**src/rtl/irq_pkg.sv**
```systemverilog
package irq_pkg;
    localparam int LVL_W = 3;
    localparam logic [LVL_W-1:0] LVL_TOP = 3'd7;

    typedef enum logic [0:0] {
        ST_IDLE  = 1'b0,
        ST_OFFER = 1'b1
    } hs_state_t;

    typedef struct packed {
        logic             to_cop;
        logic [LVL_W-1:0] lvl;
    } vec_cfg_t;
endpackage

```
**src/rtl/irq_cfg_regs.sv**
```systemverilog
module irq_cfg_regs
    import irq_pkg::*;
#(
    parameter int NUM_VEC = 16
) (
    input  logic                 clk,
    input  logic                 rst_n,
    input  logic                 we,
    input  logic [3:0]           addr,
    input  logic [7:0]           wdata,
    output logic [7:0]           rdata,
    output logic [7:0]           base,
    output logic [LVL_W-1:0]     cop_thr,
    output vec_cfg_t             cfg [NUM_VEC]
);
    localparam int NGRP  = NUM_VEC / 8;
    localparam int GRP_W = (NGRP > 1) ? $clog2(NGRP) : 1;

    logic [GRP_W-1:0] grp;

    always_ff @(posedge clk) begin
        if (!rst_n) begin
            base    <= 8'hFF;
            grp     <= '0;
            cop_thr <= '0;
        end else if (we) begin
            case (addr)
                4'd0:    base    <= wdata;
                4'd1:    grp     <= wdata[GRP_W-1:0];
                4'd2:    cop_thr <= wdata[LVL_W-1:0];
                default: ;
            endcase
        end
    end

    for (genvar g = 0; g < NGRP; g++) begin : g_grp
        for (genvar s = 0; s < 8; s++) begin : g_slot
            always_ff @(posedge clk) begin
                if (!rst_n) begin
                    cfg[g*8+s] <= '0;
                end else if (we && addr == 4'(8 + s) && grp == GRP_W'(g)) begin
                    cfg[g*8+s].to_cop <= wdata[7];
                    cfg[g*8+s].lvl    <= wdata[LVL_W-1:0];
                end
            end
        end
    end

    always_comb begin
        vec_cfg_t sel;
        sel   = cfg[{grp, addr[2:0]}];
        rdata = '0;
        case (addr)
            4'd0:    rdata = base;
            4'd1:    rdata = 8'(grp);
            4'd2:    rdata = 8'(cop_thr);
            default: begin
                if (addr[3]) rdata = {sel.to_cop, 4'b0, sel.lvl};
            end
        endcase
    end
endmodule

```
**src/rtl/irq_arbiter.sv**
```systemverilog
module irq_arbiter
    import irq_pkg::*;
#(
    parameter int NUM_VEC = 16,
    localparam int VIDX_W = $clog2(NUM_VEC)
) (
    input  logic [NUM_VEC-1:0] elig,
    input  vec_cfg_t           cfg [NUM_VEC],
    output logic               found,
    output logic [VIDX_W-1:0]  win_idx,
    output logic [LVL_W-1:0]   win_lvl
);
    always_comb begin
        found   = 1'b0;
        win_idx = '0;
        win_lvl = '0;
        for (int i = 0; i < NUM_VEC; i++) begin
            if (elig[i] && (!found || cfg[i].lvl >= win_lvl)) begin
                found   = 1'b1;
                win_idx = VIDX_W'(i);
                win_lvl = cfg[i].lvl;
            end
        end
    end
endmodule

```
**src/rtl/irq_level_stack.sv**
```systemverilog
module irq_level_stack
    import irq_pkg::*;
#(
    parameter int DEPTH = 8
) (
    input  logic             clk,
    input  logic             rst_n,
    input  logic             push,
    input  logic             pop,
    input  logic [LVL_W-1:0] din,
    output logic [LVL_W-1:0] top,
    output logic             full
);
    localparam int CNT_W = $clog2(DEPTH + 1);

    logic [LVL_W-1:0] mem [DEPTH];
    logic [CNT_W-1:0] cnt;

    always_ff @(posedge clk) begin
        if (!rst_n) begin
            cnt <= '0;
        end else if (push && cnt != CNT_W'(DEPTH)) begin
            mem[cnt[$clog2(DEPTH)-1:0]] <= din;
            cnt <= cnt + 1'b1;
        end else if (pop && cnt != '0) begin
            cnt <= cnt - 1'b1;
        end
    end

    assign full = (cnt == CNT_W'(DEPTH));
    assign top  = (cnt == '0) ? '0 : mem[$clog2(DEPTH)'(cnt - 1'b1)];


    no_overflow_chk: assert property (@(posedge clk) disable iff (!rst_n)
        push |-> cnt < CNT_W'(DEPTH));
endmodule

```
**src/rtl/irq_router.sv**
```systemverilog
module irq_router
    import irq_pkg::*;
#(
    parameter int NUM_VEC = 16,
    parameter int DEPTH   = 8,
    parameter logic [7:0] XVEC_LO = 8'hF4,
    localparam int VIDX_W = $clog2(NUM_VEC)
) (
    input  logic               clk,
    input  logic               rst_n,
    input  logic               reg_we,
    input  logic [3:0]         reg_addr,
    input  logic [7:0]         reg_wdata,
    output logic [7:0]         reg_rdata,
    input  logic [NUM_VEC-1:0] irq_in,
    input  logic               xirq_in,
    input  logic               cpu_imask,
    input  logic               cpu_xmask,
    input  logic               cpu_ack,
    input  logic               cpu_rti,
    output logic               cpu_req,
    output logic [15:0]        cpu_vec_addr,
    output logic [LVL_W-1:0]   cpu_level,
    output logic               cop_req,
    output logic [VIDX_W-1:0]  cop_chan
);
    logic [7:0]       base;
    logic [LVL_W-1:0] cop_thr;
    vec_cfg_t         cfg [NUM_VEC];

    irq_cfg_regs #(.NUM_VEC(NUM_VEC)) u_regs (
        .clk(clk), .rst_n(rst_n), .we(reg_we), .addr(reg_addr),
        .wdata(reg_wdata), .rdata(reg_rdata), .base(base),
        .cop_thr(cop_thr), .cfg(cfg)
    );

    logic [LVL_W-1:0] cur_lvl;
    logic [NUM_VEC-1:0] cpu_elig, cop_elig;

    always_comb begin
        for (int i = 0; i < NUM_VEC; i++) begin
            cpu_elig[i] = irq_in[i] && cfg[i].lvl != '0 && !cfg[i].to_cop
                          && !cpu_imask && cfg[i].lvl > cur_lvl;
            cop_elig[i] = irq_in[i] && cfg[i].lvl != '0 && cfg[i].to_cop
                          && cfg[i].lvl > cop_thr;
        end
    end

    logic              cpu_found, cop_found;
    logic [VIDX_W-1:0] cpu_idx, cop_idx;
    logic [LVL_W-1:0]  cpu_wlvl, cop_wlvl;

    irq_arbiter #(.NUM_VEC(NUM_VEC)) u_cpu_arb (
        .elig(cpu_elig), .cfg(cfg), .found(cpu_found),
        .win_idx(cpu_idx), .win_lvl(cpu_wlvl)
    );

    irq_arbiter #(.NUM_VEC(NUM_VEC)) u_cop_arb (
        .elig(cop_elig), .cfg(cfg), .found(cop_found),
        .win_idx(cop_idx), .win_lvl(cop_wlvl)
    );

    logic             stk_push, stk_pop, stk_full;
    logic [LVL_W-1:0] stk_top;

    irq_level_stack #(.DEPTH(DEPTH)) u_stack (
        .clk(clk), .rst_n(rst_n), .push(stk_push), .pop(stk_pop),
        .din(cur_lvl), .top(stk_top), .full(stk_full)
    );

    hs_state_t         state, state_nx;
    logic              off_x;
    logic [VIDX_W-1:0] off_idx;
    logic [LVL_W-1:0]  off_lvl;
    logic              x_ok, want, accept;
    logic              cop_req_q;
    logic [VIDX_W-1:0] cop_chan_q;
    logic [LVL_W-1:0]  cop_lvl_q;

    assign x_ok   = xirq_in && !cpu_xmask;
    assign want   = (x_ok || cpu_found) && !stk_full;
    assign accept = (state == ST_OFFER) && cpu_ack;

    always_comb begin
        state_nx = state;
        unique case (state)
            ST_IDLE:  if (want) state_nx = ST_OFFER;
            ST_OFFER: begin
                if (cpu_ack)    state_nx = ST_IDLE;
                else if (!want) state_nx = ST_IDLE;
                else            state_nx = ST_OFFER;
            end
            default: state_nx = ST_IDLE;
        endcase
    end

    assign stk_push = accept;
    assign stk_pop  = cpu_rti && !accept;

    always_ff @(posedge clk) begin
        if (!rst_n) begin
            state      <= ST_IDLE;
            off_x      <= 1'b0;
            off_idx    <= '0;
            off_lvl    <= '0;
            cur_lvl    <= '0;
            cop_req_q  <= 1'b0;
            cop_chan_q <= '0;
            cop_lvl_q  <= '0;
        end else begin
            state <= state_nx;
            if (state_nx == ST_OFFER) begin
                off_x   <= x_ok;
                off_idx <= cpu_idx;
                off_lvl <= x_ok ? LVL_TOP : cpu_wlvl;
            end
            if (accept)       cur_lvl <= off_lvl;
            else if (cpu_rti) cur_lvl <= stk_top;
            cop_req_q  <= cop_found;
            cop_chan_q <= cop_idx;
            cop_lvl_q  <= cop_wlvl;
        end
    end

    always_comb begin
        cpu_req      = (state == ST_OFFER);
        cpu_vec_addr = {base, off_x ? XVEC_LO : 8'({off_idx, 1'b0})};
        cpu_level    = cur_lvl;
        cop_req      = cop_req_q;
        cop_chan     = cop_chan_q;
    end


    above_level_chk: assert property (@(posedge clk) disable iff (!rst_n)
        cpu_req && !off_x |-> off_lvl > cur_lvl);


    imask_hold_chk: assert property (@(posedge clk) disable iff (!rst_n)
        $rose(cpu_req) && !off_x |-> !$past(cpu_imask));


    no_disabled_chk: assert property (@(posedge clk) disable iff (!rst_n)
        cpu_req && !off_x |-> cfg[off_idx].lvl != '0);


    ack_drop_chk: assert property (@(posedge clk) disable iff (!rst_n)
        cpu_req && cpu_ack |=> !cpu_req);


    rti_lower_chk: assert property (@(posedge clk) disable iff (!rst_n)
        cpu_rti && !(cpu_req && cpu_ack) |=> cpu_level <= $past(cpu_level));


    cop_thr_chk: assert property (@(posedge clk) disable iff (!rst_n)
        cop_req |-> cop_lvl_q > $past(cop_thr));
endmodule

```
**config.mk**
```make
export PLATFORM = sky130hd
export DESIGN_NAME = irq_router
export DESIGN_NICKNAME = d
export VERILOG_FILES = /design/src/rtl/irq_pkg.sv /design/src/rtl/irq_cfg_regs.sv /design/src/rtl/irq_arbiter.sv /design/src/rtl/irq_level_stack.sv /design/src/rtl/irq_router.sv
export SDC_FILE = /design/constraint.sdc
export NUM_CORES = 1
export LEC_CHECK = 0
export ABC_AREA = 0
export BUFFER_PORTS_ARGS = -buffer_cell sky130_fd_sc_hd__buf_2
export CORE_MARGIN = 5
export CORE_UTILIZATION = 55
export CTS_CLUSTER_DIAMETER = 150
export CTS_CLUSTER_SIZE = 12
export DETAILED_ROUTE_END_ITERATION = 12
export HOLD_SLACK_MARGIN = 0.06
export PLACE_DENSITY = 0.79
export SLEW_MARGIN = 0
export SYNTH_ARGS = -nofsm -noshare
export SYNTH_HDL_FRONTEND = slang
export SYNTH_HIERARCHICAL = 1
export SYNTH_SLANG_ARGS = --single-unit
```
**constraint.sdc**
```tcl
create_clock -name clk -period 24.2 [get_ports clk]
set_input_delay 1.21 -clock clk [delete_from_list [all_inputs] [get_ports clk]]
set_output_delay 1.21 -clock clk [all_outputs]
set_load 0.01 [all_outputs]
```
* Yosys cells after proc, flatten, opt, wreduce, memory -nomap -nowiden
Memory sizes are Yosys's and may differ from the RTL's. Index checks and enable logic that the tools add are counted.
Word-level totals: register bits after elaboration 97, word-level logic and storage cells 496, bits of input ports 36, output and inout port bits 33, memory bits (writable) 24, memories kept 1
Memories:
- u_stack.mem | depth 8, bits a word 3, read ports 1, clocked after memory_dff 0, write ports 1, line irq_level_stack.sv:16 | logic [LVL_W-1:0] mem [DEPTH];
Cells by class: bitwise logic cells 3, mux-type cells 111, equality and inequality tests 12, $lt $le $gt $ge 63, add/subtract/negate cells 2, reductions and logical operators 261
Operator list (count):
- $logic_and A1 B1 Y1 | 156
- $mux W3 | 43
- $gt A3 B3 Y1 | 32
- $ge A3 B3 Y1 | 30
- $mux W4 | 20
- $logic_not A1 Y1 | 50
- $reduce_bool A3 Y1 | 16
- $mux W1 | 39
- $eq A4 B4 Y1 const B | 9
- $logic_or A1 B1 Y1 | 31
- $pmux W8 S3 | 1
- $bmux W4 S4 | 1
- $mux W8 | 2
- $logic_not A4 Y1 | 2
- $mux W2 | 4
- $reduce_and A2 Y1 | 3
- $ge A5 B5 Y1 const B | 1
- $not A4 Y5 | 1
- $add A4 B1 Y4 const B | 1
- $eq A4 B1 Y1 const B | 1
- $eq A4 B2 Y1 const B | 1
- $ne A4 B4 Y1 const B | 1
- $reduce_bool A2 Y1 | 2
- $reduce_bool A4 Y1 | 1
- other kinds (3) | 4

* Logic depth before layout (Yosys ltp)
Gate-level depths: netlist (run 1).
depth after elaboration 71, gate-level depth with buffers 112, depth with buffers taken out 110

* Modules after synthesis
The synthesis (run 1) kept the hierarchy.
By module, submodules not included:
- irq_arbiter | cells each 317, area an instance 2248.4 µm², seq. area each 0.0 µm², instances 2
- irq_cfg_regs | cells each 381, area an instance 3703.6 µm², seq. area each 1521.5 µm², instances 1
- irq_router | cells each 400, area an instance 3250.6 µm², seq. area each 340.3 µm², instances 1
- irq_level_stack | cells each 101, area an instance 1312.5 µm², seq. area each 800.8 µm², instances 1

* Worst setup path after synthesis (run 1)
No wires, ideal clock.
kind input port to flip-flop, start input port cpu_imask, end register off_idx[3], setup time 129 ps, buffers on the path 2, data required time 24071 ps, arrival time 21530 ps, stages 108, slack 2541 ps, path through buf_6 > a311oi_1 > nand3_1 > a21oi_1 > and2_1 > ha_1 > nor2b_1 > o2111ai_1 > and3_1 > a21o_1 > ha_1 > nand2b_1 > a2111oi_4 > nor2_1 > a211oi_1 > nor2_1 > ha_1 > nor2_1 > [... 72 more ...] > nand2b_1 > ha_1 > nand2b_1 > a21oi_1 > nor2b_1 > o31ai_1 > nand2_1 > o22a_2 > ha_1 > nand2b_1 > a21oi_1 > nor2b_1 > o31ai_1 > and2_1 > nor3b_1 > nand4_1 > nand2_1 > mux2i_1
On the way: elaborated cells between the ends (all ways) 137, those cells by class 15 x order compare; 42 x mux; 80 x reduce/logical
RTL lines:
- from (decl) | line irq_router.sv:17 | input logic cpu_imask,
- $logic_not A1 Y1 * | line irq_router.sv:43 | && !cpu_imask && cfg[i].lvl > cur_lvl;
- $logic_and A1 B1 Y1 * (2 in series) | line irq_router.sv:43
- named net cpu_elig[0] | line irq_router.sv:38 | logic [NUM_VEC-1:0] cpu_elig, cop_elig;
- $mux W3 or $mux W1 (tied branches) | line irq_arbiter.sv:18 | if (elig[i] && (!found || cfg[i].lvl >= win_lvl)) begin
- $ge A3 B3 Y1 or $logic_not A1 Y1 (tied branches) | line irq_arbiter.sv:18
- $logic_or A1 B1 Y1 | line irq_arbiter.sv:18
- $logic_and A1 B1 Y1 | line irq_arbiter.sv:18
- $mux W3 or $mux W1 (tied branches) | line irq_arbiter.sv:18
- [... 49 more ...]
- $logic_or A1 B1 Y1 | line irq_arbiter.sv:18
- $logic_and A1 B1 Y1 | line irq_arbiter.sv:18
- $mux W3 or $mux W1 (tied branches) | line irq_arbiter.sv:18
- $ge A3 B3 Y1 or $logic_not A1 Y1 (tied branches) | line irq_arbiter.sv:18
- $logic_or A1 B1 Y1 | line irq_arbiter.sv:18
- $logic_and A1 B1 Y1 | line irq_arbiter.sv:18
- $mux W4 * | line irq_arbiter.sv:18
- named net cpu_idx[3] | line irq_router.sv:50 | logic [VIDX_W-1:0] cpu_idx, cop_idx;
- to (signal assigned) | line irq_router.sv:114 | off_idx <= cpu_idx;
- to (decl) | line irq_router.sv:73 | logic [VIDX_W-1:0] off_idx;
The timed path passes the listed nets; every way through them passes the cells marked *. A chain may end at the register's enable or synchronous reset.

* Worst setup path in the final report (run 1)
start register cur_lvl[2], in the netlist cpu_level[2], end register off_idx[3]
On the way: elaborated cells between the ends (all ways) 136, those cells by class 31 x order compare; 42 x mux; 63 x reduce/logical
RTL lines:
- from (decl) | line irq_router.sv:37 | logic [LVL_W-1:0] cur_lvl;
- from (signal assigned) | line irq_router.sv:117 | if (accept) cur_lvl <= off_lvl;
- from (signal assigned) | line irq_router.sv:118 | else if (cpu_rti) cur_lvl <= stk_top;
- $gt A3 B3 Y1 * | line irq_router.sv:43
- $logic_and A1 B1 Y1 * | line irq_router.sv:43
- named net cpu_elig[0] | line irq_router.sv:38
- $mux W3 or $mux W1 (tied branches) | line irq_arbiter.sv:18
- $ge A3 B3 Y1 or $logic_not A1 Y1 (tied branches) | line irq_arbiter.sv:18
- $logic_or A1 B1 Y1 | line irq_arbiter.sv:18
- $logic_and A1 B1 Y1 | line irq_arbiter.sv:18
- $mux W3 or $mux W1 (tied branches) | line irq_arbiter.sv:18
- [... 49 more ...]
- $logic_or A1 B1 Y1 | line irq_arbiter.sv:18
- $logic_and A1 B1 Y1 | line irq_arbiter.sv:18
- $mux W3 or $mux W1 (tied branches) | line irq_arbiter.sv:18
- $ge A3 B3 Y1 or $logic_not A1 Y1 (tied branches) | line irq_arbiter.sv:18
- $logic_or A1 B1 Y1 | line irq_arbiter.sv:18
- $logic_and A1 B1 Y1 | line irq_arbiter.sv:18
- $mux W4 * | line irq_arbiter.sv:18
- named net cpu_idx[3] | line irq_router.sv:50
Marks and branches as above.

==> results of run 1 <==
what timing repair did:
item / 4_1_cts / 5_1_grt
resized for setup: 0 / 24
hold buffers: 0 / 0
buffers inserted: 0 / 10
endpoints found under the setup margin: 0 / 11
flip-flops by register name, indices dropped and copies added (netlist names):
register and flops:
off_lvl 3, cpu_req 1, u_regs/grp 1, off_x 1
u_stack/mem 24, u_regs/cop_thr 3, cpu_level 3, u_regs/base 8
cop_chan 4, off_idx 4, u_regs/cfg 64, cop_req 1
u_stack/cnt 4
power breakdown:
| group | switching, mW | leakage, nW | internal [mW] |
|---|---|---|---|
| clock | 0.105 | 0.272 | 0.143 |
| sequential | 0.0124 | 1.01 | 0.213 |
| combinational | 0.0845 | 4.23 | 0.0655 |
layout make-up:
type	instances	area, um2
tap	285	357
timing repair buffer	88	493
clock inverter	15	143
inverter	103	390
multi-input combinational	1231	9470
fill	1965	8770
sequential	121	2660
clock buffer	17	425
worst max-delay path, delay by kind of cell, from the launching register on:
kind	cells	cell delay [ns]
multiplexers	2	0.43
AND/OR/NAND/NOR	40	7.19
buffers and inverters	4	0.54
flip-flops	1	0.30
adder cells (fa/ha/maj)	16	4.23
AO/OA/AOI/OAI	48	10.18
per-layer routing:
metal / global-route usage / up-vias / share of wire
met5: 0 / - / 0
met4: 0.126 / 0 / 0.037
met3: 0.0576 / 109 / 0.072
met2: 0.459 / 502 / 0.48
met1: 0.326 / 5736 / 0.41
li1: - / 5741 / -
worst paths after layout:
path	startpoint	to	slack, ns	cells after the start
worst min-delay path	off_idx[1]$_SDFFE_PN0P_	off_idx[1]$_SDFFE_PN0P_	0.46	2
worst min register to register	off_idx[1]$_SDFFE_PN0P_	off_idx[1]$_SDFFE_PN0P_	0.46	2
worst max register to register	cpu_level[2]$_SDFFE_PN0P_	off_idx[3]$_SDFFE_PN0P_	1.15	110
worst max-delay path	cpu_level[2]$_SDFFE_PN0P_	off_idx[3]$_SDFFE_PN0P_	1.15	110
per-stage QoR:
step / total power [mW] / setup slack [ns]
after floorplan: 0.339 / 2.54
after global placement: 0.370 / 0.910
after detailed placement: 0.376 / 0.163
after CTS: 0.623 / 0.366
after global routing: 0.655 / -0.163
final: 0.624 / 1.15
cells in the final DEF, fill, tap and decap left out, types with 12 or more instances in the layout:
master,instances
mux4_2,20
o31ai_1,18
buf_2,67
buf_4,21
dfxtp_1,96
and3_1,12
o22ai_1,12
a211oi_1,18
o21ai_0,103
nor3_1,20
mux2i_1,59
a31oi_1,12
nor2b_1,92
or3_1,25
a21o_1,26
a311oi_2,14
a21boi_0,24
a21oi_1,60
and2_1,42
nand3_1,52
o21a_1,20
ha_1,174
clkbuf_16,17
nand2_1,121
inv_1,101
nand2b_1,34
nand4_1,22
o211ai_1,18
edfxtp_1,24
nor2_1,54
==> impl_metrics.csv, run 1 <==
group,metric,value,unit
timing,relSlewSlack,0.368,
min_path,hp-class,"reg2reg",
placed_design,dp_hpwl,27.0,mm
clock_network,root_buffer,"clkbuf_16",
setup_path,end_kind,"register",
placed_design,placed_cells,1818,
floorplanning,die_w,162,um
setup_path,cp_slowest_cell,"a311o_2",
clock_network,clock_path_buffers,2,
timing,setup_viol,0,
finish,finalNetCount,1772,
placed_design,placed_area,13200,um2
finish,num_antenna_cells,0,
setup_path,crit_type,"reg2reg",
placed_design,gp_congestion,0.969,
pwr,ir_drop,44.9,uV
route,antenna_left,0,
setup_path,cp_slowest_stage_delay,0.47,ns
setup_path,critPathRequiredTime,24.51,ns
route,first_pass_iters,5,
run,maxCapViolations,0,
floorplanning,row_count,55,
clock_network,cts_max_level,4,
placed_design,port_buffers,67,
clock_network,numCtsBuffers,17,
setup_path,worstPathArrival,23.36,ns
pwr,power_leakage,5.50,nW
synth,syn_inst,1510,
route,wl_per_cell,19.7,um
floorplanning,ios,69,
route,routed_wl,36.6,mm
timing,fin_crit_sh,0.953,
timing,fin_crit,23.05,ns
synth,synth_fp_nets,1720,
status,outcome,"complete, no violations",
setup_path,cp-start-kind,"register",
timing,slew_violations,0,
timing,fmax,43.4,MHz
timing,finClkSkew,0.0133,ns
route,vias,12088,
global_routing,grt_use_total,0.270,
timing,worstMarginPinSlew,0.947,ns
floorplanning,core_area,22700,um2
clock_network,clock_latency,0.43,ns
floorplanning,die_y,162,um
floorplanning,die_area,26300,um2
finish,final_cells,1860,
finish,final_util,0.614,
global_routing,overflow,0,
global_routing,grt_pass1_wl,58.1,mm
clock_network,cts_sinks,121,
global_routing,grt_max_degree,108,
synth,avgSynthCellArea,8.43,um2
timing,holdWs,0.455,ns
finish,area_growth,9.54,%
synth,netlist_area,12700,um2
setup_path,cp_common_cell,"ha_1",
setup_path,path_max_fanout,17,
global_routing,antenna_found_initial,0,
timing,setup-tns-final,0,ns
timing,hold_viol,0,
pwr,cellPowerDensity,44.8,nW/um2
finish,finalInstanceArea,13900,um2
clock_network,cts_tree,"yes",
route,drc,0,
clock_network,clkTransAtPathRegs,0.06,ns
route,drt_iter0_drc,1198,
route,viasPerCell,6.50,
global_routing,grt_pass1_vias,11536,
floorplanning,initial_core_util,0.560,
synth,yosysWarnings,6,
finish,drive_above_1_share,0.156,
No activity file was read; power rests on OpenSTA's default activity.
==> inputs of run 2 (changes only) <==
==> constraint.sdc (replaced) <==
create_clock -name clk -period 23.7 [get_ports clk]
set_input_delay 1.185 -clock clk [delete_from_list [all_inputs] [get_ports clk]]
set_output_delay 1.185 -clock clk [all_outputs]
set_load 0.01 [all_outputs]
==> run 2 against run 1 <==
Effect of this change: utilization up 0.40 points; worst hold slack worse by 0.0054 ns; clock-buffer cell count unchanged; global-route usage up 0.30 points; critical endpoint is now off_lvl[0]$_SDFFE_PN0P_.
==> impl_metrics.csv, run 2 (same netlist as run 1, synthesis figures left out) <==
group,metric,value,unit
status,outcome,"complete, no violations",
timing,slew_violations,0,
route,antenna_left,0,
timing,relSlewSlack,0.384,
timing,setup_viol,0,
setup_path,cp-start-kind,"input port",
timing,worstMarginPinSlew,0.925,ns
run,maxCapViolations,0,
global_routing,grt_pass1_vias,11456,
route,wl_per_cell,19.8,um
finish,finalNetCount,1774,
floorplanning,die_area,26300,um2
clock_network,clkTransAtPathRegs,0.06,ns
floorplanning,core_area,22700,um2
setup_path,end_kind,"register",
pwr,power_leakage,5.53,nW
clock_network,clock_latency,0.43,ns
route,first_pass_iters,6,
pwr,ir_drop,40.0,uV
placed_design,placed_cells,1822,
finish,final_cells,1862,
finish,final_cell_mix,"ha_1 (174), nand2_1 (120), o21ai_0 (103)",
finish,drive_above_1_share,0.162,
global_routing,grt_use_total,0.273,
setup_path,cp_num_buf_inv,4,
setup_path,r2r_setup_slack,1.31,ns
timing,holdWs,0.450,ns
timing,fin_crit,22.47,ns
finish,largest_register_ff_count,64,
finish,top_register,"u_regs/cfg",
global_routing,met3_usage,0.0459,
setup_path,regToRegEndpoint,"off_lvl[0]$_SDFFE_PN0P_",
min_path,holdPathStages,2,
finish,area_growth,10.2,%
setup_path,crit_type,"in2reg",
setup_path,worstPathArrival,22.77,ns
global_routing,grt_pass1_wl,58.6,mm
clock_network,hold_buffers,0,
floorplanning,initial_core_util,0.560,
global_routing,antenna_found_initial,0,
min_path,hp-class,"reg2reg",
route,vias,12082,
setup_path,cp_slowest_stage_delay,0.47,ns
clock_network,cts_max_level,4,
global_routing,globalRoute.busiestLayer,"met2",
clock_network,clock_path_buffers,2,
route,viasPerCell,6.49,
timing,finClkSkew,0.00827,ns
setup_path,critPathRequiredTime,24.00,ns
min_path,min_to,"off_idx[1]$_SDFFE_PN0P_",
global_routing,overflow,0,
setup_path,cp_top_family,"compound AO/OA/AOI/OAI gates",
clock_network,numCtsBuffers,17,
placed_design,dp_slack,-0.0415,ns
timing,layout_setup_ws,1.23,ns
floorplanning,die_y,162,um
floorplanning,row_count,55,
setup_path,reg2reg_from,"cpu_level[1]$_SDFFE_PN0P_",
clock_network,root_buffer,"clkbuf_16",
clock_network,cts_tree,"yes",
route,drt_iter0_drc,1082,
global_routing,use_met1,0.339,
placed_design,port_buffers,67,
timing,fin_crit_sh,0.948,
route,routed_wl,36.8,mm
min_path,min-delay-start,"off_idx[1]$_SDFFE_PN0P_",
finish,num_antenna_cells,0,
placed_design,gp_congestion,0.967,
global_routing,grt_max_degree,108,
placed_design,dp_hpwl,27.1,mm
pwr,cellPowerDensity,45.9,nW/um2
finish,layout_commonest_cell,"ha_1",
floorplanning,ios,69,
timing,hold_viol,0,
setup_path,reg2reg_depth,108,
route,drc,0,
global_routing,use_met2,0.465,
timing,fmax,44.5,MHz
setup_path,cp_common_cell,"ha_1",
setup_path,path_max_fanout,16,
floorplanning,die_w,162,um
clock_network,cts_sinks,121,
setup_path,cp_slowest_cell,"or3b_2",
## run 2: layout make-up
type	instances	area (um2)
clock inverters	15	158
well taps	285	357
fillers	1909	8680
clock buffers	17	425
inverters	103	387
flip-flops and latches	121	2660
repair buffers	90	508
multi-input cells	1231	9530
## run 2: per-stage QoR
step	total power [mW]	instance area (um2)	util	setup TNS, ns
3_3_place_gp	0.379	13200	0.583	0
3_5_place_dp	0.384	13200	0.583	-0.0984
5_1_grt	0.674	14000	0.618	-0.675
2_1_floorplan	0.346	12700	-	0
6_report	0.644	14000	0.618	0
4_1_cts	0.641	13800	0.608	0
## run 2: worst max path at each step
stage / endpoint / start / cells after the start / slack [ns]
2_1_floorplan: off_idx[3]$_SDFFE_PN0P_ / cpu_imask / 108 / 2.07
5_1_grt: off_idx[2]$_SDFFE_PN0P_ / cpu_imask / 108 / -0.17
6_report: off_lvl[0]$_SDFFE_PN0P_ / cpu_imask / 106 / 1.23
4_1_cts: off_lvl[0]$_SDFFE_PN0P_ / cpu_imask / 106 / 0.30
3_3_place_gp: off_lvl[0]$_SDFFE_PN0P_ / cpu_imask / 106 / 0.72
3_5_place_dp: off_lvl[0]$_SDFFE_PN0P_ / cpu_imask / 106 / -0.04
## run 2: metal layers
metal / share of wire / wire length, um
met5: 0 / 0
met4: 0.042 / 1530
met3: 0.074 / 2720
met2: 0.47 / 17400
met1: 0.41 / 15200
## run 2: worst reg2reg max path: cells and delay by family, from the launching register on
family	cells	cell delay, ns
AOI/OAI and AO/OA	52	10.32
and+or+nand+nor	32	5.84
adders and majority gates	16	4.25
muxes	3	0.78
buffers and inverters	5	0.77
DFF	1	0.31
## run 2: timing repair
| item | CTS | global route |
|---|---|---|
| gates resized for setup | 0 | 34 |
| buffers inserted | 0 | 8 |
| setup endpoints to repair | 0 | 11 |
## run 2: power by group
part | total (mW) | leakage, nW | internal, mW | switching, mW
registers | 0.229 | 1.01 | 0.218 | 0.0110
clock network | 0.259 | 0.281 | 0.148 | 0.110
logic | 0.156 | 4.24 | 0.0676 | 0.0888
total | 0.644 | 5.53 | 0.434 | 0.210
